--- src/rtl/pwm_pkg.sv ---
package pwm_pkg;
  localparam int WORD_W   = 32;
  localparam int SCALE_W  = 13;
  localparam int DUTY_W   = 8;
  localparam int EN_BIT   = 31;
  localparam int FULL_BIT = 24;
  localparam int DUTY_LSB = 16;

  function automatic logic [WORD_W-1:0] pack_word(
    input logic              en,
    input logic              full,
    input logic [DUTY_W-1:0] duty,
    input logic [SCALE_W-1:0] scale
  );
    logic [WORD_W-1:0] w;
    w = '0;
    w[EN_BIT]                    = en;
    w[FULL_BIT]                  = full;
    w[DUTY_LSB +: DUTY_W]        = duty;
    w[SCALE_W-1:0]               = scale;
    return w;
  endfunction
endpackage

--- src/rtl/pwm_ctrl_reg.sv ---
module pwm_ctrl_reg
  import pwm_pkg::*;
(
  input  logic               clk,
  input  logic               rst_n,
  input  logic               wr_en,
  input  logic [WORD_W-1:0]  wr_data,
  output logic               en_q,
  output logic               full_q,
  output logic [DUTY_W-1:0]  duty_q,
  output logic [SCALE_W-1:0] scale_q
);
  logic               en_d;
  logic               full_d;
  logic [DUTY_W-1:0]  duty_d;
  logic [SCALE_W-1:0] scale_d;
  logic               unused_rsvd;

  assign unused_rsvd = ^{wr_data[WORD_W-2:FULL_BIT+1], wr_data[DUTY_LSB-1:SCALE_W]};

  always_comb begin
    en_d    = en_q;
    full_d  = full_q;
    duty_d  = duty_q;
    scale_d = scale_q;
    if (wr_en) begin
      en_d    = wr_data[EN_BIT];
      full_d  = wr_data[FULL_BIT];
      duty_d  = wr_data[DUTY_LSB +: DUTY_W];
      scale_d = wr_data[SCALE_W-1:0];
    end
  end

  always_ff @(posedge clk or negedge rst_n) begin
    if (!rst_n) begin
      en_q    <= 1'b0;
      full_q  <= 1'b0;
      duty_q  <= '0;
      scale_q <= '0;
    end else begin
      en_q    <= en_d;
      full_q  <= full_d;
      duty_q  <= duty_d;
      scale_q <= scale_d;
    end
  end
endmodule

--- src/rtl/pwm_prescaler.sv ---
module pwm_prescaler #(
  parameter int SCALE_W = 13
) (
  input  logic               clk,
  input  logic               rst_n,
  input  logic               en,
  input  logic               restart,
  input  logic [SCALE_W-1:0] scale,
  output logic [SCALE_W-1:0] presc_q,
  output logic               tick
);
  logic [SCALE_W-1:0] presc_d;
  logic               clr;

  assign clr  = !en || restart;
  assign tick = en && !restart && (presc_q == scale);

  always_comb begin
    if (clr || tick) presc_d = '0;
    else             presc_d = presc_q + 1'b1;
  end

  always_ff @(posedge clk or negedge rst_n) begin
    if (!rst_n) presc_q <= '0;
    else        presc_q <= presc_d;
  end
endmodule

--- src/rtl/pwm_period_cnt.sv ---
module pwm_period_cnt #(
  parameter int CNT_W = 8
) (
  input  logic             clk,
  input  logic             rst_n,
  input  logic             en,
  input  logic             restart,
  input  logic             tick,
  input  logic             full,
  input  logic [CNT_W-1:0] duty,
  output logic [CNT_W-1:0] cnt_q,
  output logic             pwm_out
);
  logic [CNT_W-1:0] cnt_d;
  logic             cnt_ce;

  assign cnt_ce = tick;

  always_comb begin
    if (!en || restart) cnt_d = '0;
    else if (cnt_ce)    cnt_d = cnt_q + 1'b1;
    else                cnt_d = cnt_q;
  end

  always_ff @(posedge clk or negedge rst_n) begin
    if (!rst_n) cnt_q <= '0;
    else        cnt_q <= cnt_d;
  end

  assign pwm_out = en && (full || (cnt_q < duty));
endmodule

--- src/rtl/pwm_prescaled.sv ---
module pwm_prescaled
  import pwm_pkg::*;
(
  input  logic              clk,
  input  logic              rst_n,
  input  logic              wr_en,
  input  logic [WORD_W-1:0] wr_data,
  output logic [WORD_W-1:0] rd_data,
  output logic              pwm_out
);
  logic               en_q;
  logic               full_q;
  logic [DUTY_W-1:0]  duty_q;
  logic [SCALE_W-1:0] scale_q;
  logic [SCALE_W-1:0] presc_q;
  logic [DUTY_W-1:0]  cnt_q;
  logic               tick;

  pwm_ctrl_reg u_reg (
    .clk     (clk),
    .rst_n   (rst_n),
    .wr_en   (wr_en),
    .wr_data (wr_data),
    .en_q    (en_q),
    .full_q  (full_q),
    .duty_q  (duty_q),
    .scale_q (scale_q)
  );

  pwm_prescaler #(.SCALE_W(SCALE_W)) u_presc (
    .clk     (clk),
    .rst_n   (rst_n),
    .en      (en_q),
    .restart (wr_en),
    .scale   (scale_q),
    .presc_q (presc_q),
    .tick    (tick)
  );

  pwm_period_cnt #(.CNT_W(DUTY_W)) u_cnt (
    .clk     (clk),
    .rst_n   (rst_n),
    .en      (en_q),
    .restart (wr_en),
    .tick    (tick),
    .full    (full_q),
    .duty    (duty_q),
    .cnt_q   (cnt_q),
    .pwm_out (pwm_out)
  );

  assign rd_data = pack_word(en_q, full_q, duty_q, scale_q);
endmodule

--- config.mk ---
export PLATFORM = sky130hd
export DESIGN_NAME = pwm_prescaled
export DESIGN_NICKNAME = d
export VERILOG_FILES = /design/src/rtl/pwm_pkg.sv /design/src/rtl/pwm_ctrl_reg.sv /design/src/rtl/pwm_prescaler.sv /design/src/rtl/pwm_period_cnt.sv /design/src/rtl/pwm_prescaled.sv
export SDC_FILE = /design/constraint.sdc
export NUM_CORES = 1
export LEC_CHECK = 0
export BUFFER_PORTS_ARGS = -buffer_cell sky130_fd_sc_hd__clkbuf_2
export CORE_UTILIZATION = 35
export CTS_CLUSTER_DIAMETER = 100
export DETAILED_ROUTE_END_ITERATION = 6
export GPL_TIMING_DRIVEN = 0
export SYNTH_ARGS = -nofsm -noshare
export SYNTH_HDL_FRONTEND = slang
export SYNTH_SLANG_ARGS = --single-unit
--- constraint.sdc ---
create_clock -name clk -period 2.45 [get_ports clk]
set_clock_uncertainty 0.15 [all_clocks]
set_input_delay 0.1225 -clock clk [delete_from_list [all_inputs] [get_ports clk]]
set_output_delay 0.1225 -clock clk [all_outputs]
set_load 0.005 [all_outputs]
==> flow_metrics.env <==
export IMPL_ys_top_cells_by_area="dfrtp_1 48%, mux2_2 7.3%, xor2_1 6.1%"
export IMPL_cts_sinks=44
export IMPL_rows=29
export IMPL_timing_fmax_ghz=0.4393
export IMPL_critical_path_endpoint_type="flip-flop"
export IMPL_synth_top_family_by_area="simple AND/OR/NAND/NOR gates"
export IMPL_cap_violations=0
export IMPL_synth_simple_area_share_pct=15.23
export IMPL_synth_xor_area_share_pct=9.135
export IMPL_synthFlopType="dfrtp_1"
export IMPL_critical_path_class="flip-flop to flip-flop"
export IMPL_min_from="wr_en"
export IMPL_synthAdderAreaFrac_pct=4.894
export IMPL_dr_total_vias=1865
export IMPL_power_density_mw_per_mm2=523.0
export IMPL_slew_headroom_pct=28.64
export IMPL_period_minus_slack_ps=2276
export IMPL_grt_max_degree=45
export IMPL_io_pins=68
export IMPL_muxShareOfSynthArea_pct=7.341
export IMPL_multiInputGateArea_sq_mm=0.001080
export IMPL_first_pass_iters=4
export IMPL_clock_latency_ps=300
export IMPL_worstHoldPathCells=4
export IMPL_ys_types=37
export IMPL_cts_root_buf="clkbuf_8"
export IMPL_totalWireLength_um=5180
export IMPL_start_kind="flip-flop"
export IMPL_synth_avg_cell_area_sq_um=10.60
export IMPL_start_util_pct=36.24
export IMPL_dp_hpwl_um=3620
export IMPL_die_w_um=83.08
export IMPL_final_nets=350
export IMPL_p_leak_nw=1.445
export IMPL_cts_clk_slew_worst_paths_ps=90
export IMPL_n_antenna_cell=0
export IMPL_synth_edf_count=0
export IMPL_cp_data_arrival_time_ps=2350
export IMPL_core_sq_mm=0.006350
export IMPL_ys_ff_latch=44
export IMPL_setup_viol_count_final=0
export IMPL_die_area_sq_mm=0.006902
export IMPL_fillers=609
export IMPL_grt_usage_pct=16.25
export IMPL_yosys_warnings=0
export IMPL_ff2ff_setup_slack_ps=170
export IMPL_outcome="finished clean"
export IMPL_cts_buffer_depth=2
export IMPL_grt_first_pass_wirelength_um=9025
export IMPL_grt_overflow_total=0
export IMPL_htree_levels=2
export IMPL_port_buffers=49
export IMPL_synth_seq_area_share_pct=47.85
export IMPL_r2r_start="u_presc.presc_q[1]"
export IMPL_synth_area_leader_cell="dfrtp_1"
export IMPL_die_y_um=83.08
export IMPL_postRouteAntennaNets=0
export IMPL_fin_crit_sh_pct=92.92
export IMPL_globalplace_congestion=0.8413
export IMPL_drtIter0Drc=77
export IMPL_reg2regPathDepth=6
export IMPL_fin_cells=384
export IMPL_regArea_sq_mm=0.001101
export IMPL_fin_hold_ws_ps=137.0
export IMPL_grt_antenna_before_repair=0
export IMPL_tightest_slew_ps=1070
export IMPL_ys_async_sr_fraction_pct=100.0
export IMPL_min_delay_path_class="primary input to flip-flop"
export IMPL_cts_tree="yes"
export IMPL_cp_max_fo=5
export IMPL_wl_per_cell_um=13.49
export IMPL_drc_errors=0
export IMPL_final_common_cell="clkbuf_2"
export IMPL_vias_per_cell=4.857
export IMPL_required_ps=2520
export IMPL_grt_pass1_vias=1942
export IMPL_hold_viol=0
export IMPL_cts_buffers=5
export IMPL_slew_viol_final=0
export IMPL_areaGrowthSynthToFinish_pct=31.59
export IMPL_final_cell_mix="49 x clkbuf_2, 44 x dfrtp_1, 24 x dlygate4sd3_1"
export IMPL_reg2reg_to="u_cnt.cnt_q[3]"
export IMPL_synth_top_area_share_pct=47.85
export IMPL_holdPathEnd="u_cnt.cnt_q[7]"
export IMPL_postSynthCellCount=217
export IMPL_synth_compound_area_share_pct=8.864
export IMPL_peakVddDrop_mv=0.3213
export IMPL_dp_cells=351
export IMPL_drive_gt1_share_pct=28.66
export IMPL_netlist_area_sq_mm=0.002301
## layout make-up
cell class	instances	share of cell area, %
sequential	44	36.36
inverter	8	0.9917
clock buffer	6	2.397
buffer	20	3.967
tap	77	3.182
multi-input combinational	153	35.66
clock inverter	2	1.157
timing repair buffer	74	16.28
## logic make-up after synthesis
group,count (synthesis)
other cells,1
buf+inv,28
simple gates,66
mux,15
compound gates,30
xor+xnor,24
flops,44
fa+ha+maj,9
## timing repair
action,in CTS,in global routing
resized for setup,0,0
setup buffers,0,1
setup endpoints to repair,0,2
hold buffers,24,0
endpoints found under the hold margin,67,0
## state kept, by name (all words and copies together), names as in the netlist
| register | cells |
|---|---|
| u_cnt.cnt_q | 8 |
| u_reg.full_q | 1 |
| u_presc.presc_q | 13 |
| u_reg.duty_q | 8 |
| u_reg.en_q | 1 |
| u_reg.scale_q | 13 |
## cells in the mapped netlist (5+ instances only)
library cell and instances:
mux2_2 15, nor3_1 12, nand2_1 15, dfrtp_1 44
ha_1 9, inv_1 8, xor2_1 16, xnor2_1 8
nand4_1 7, clkbuf_1 5, nand2b_1 6, buf_4 11
nand3_1 7, o21ai_0 9, nor2_1 6
## worst max-delay path, cell delays in order, from the launching register on
cell	delay, ps
dfrtp_1	460
xor2_1	180
nor4_2	330
nand4_1	240
buf_4	210
or4_1	490
a21oi_1	150
## worst max path at each step
stage	slack, ps	end	cells after the start	from
floorplan	540	u_cnt.cnt_q[5]	6	u_reg.scale_q[11]
global placement	230	u_presc.presc_q[11]	6	u_presc.presc_q[1]
detailed placement	210	u_presc.presc_q[5]	6	u_presc.presc_q[1]
CTS	180	u_presc.presc_q[5]	6	u_presc.presc_q[1]
global route	-8	u_cnt.cnt_q[7]	6	u_presc.presc_q[1]
finish	170	u_cnt.cnt_q[3]	6	u_presc.presc_q[1]
## layer usage
| layer | global-route usage (%) | share of wire (%) |
|---|---|---|
| met5 | 0 | 0 |
| met4 | 4.859 | 1.3 |
| met3 | 3.877 | 4.0 |
| met2 | 29.58 | 51 |
| met1 | 18.81 | 44 |
## through the flow
| stage | area [sq um] | worst slack, ps | utilization, % | TNS [ps] | power (W) |
|---|---|---|---|---|---|
| final | 3028 | 173.5 | 47.68 | 0 | 0.001584 |
| after floorplan | 2331 | 540.6 | - | 0 | 0.0009187 |
| after global placement | 2673 | 232.0 | 42.09 | 0 | 0.001014 |
| after global routing | 3028 | -7.882 | 47.68 | -8.559 | 0.001665 |
| after CTS | 3020 | 178.8 | 47.57 | 0 | 0.001604 |
| after detailed placement | 2673 | 210.0 | 42.09 | 0 | 0.001018 |
## where the power goes
part           total (W)  internal [W]  switching, W  leakage [nW]
Clock           0.000551      0.000303      0.000249        0.0552
Combinational   0.000233      0.000129      0.000104         0.825
Sequential      0.000799      0.000764     0.0000354         0.565
Total            0.00158       0.00120      0.000388          1.45
Note: power is estimated with default switching activity, not from simulation.
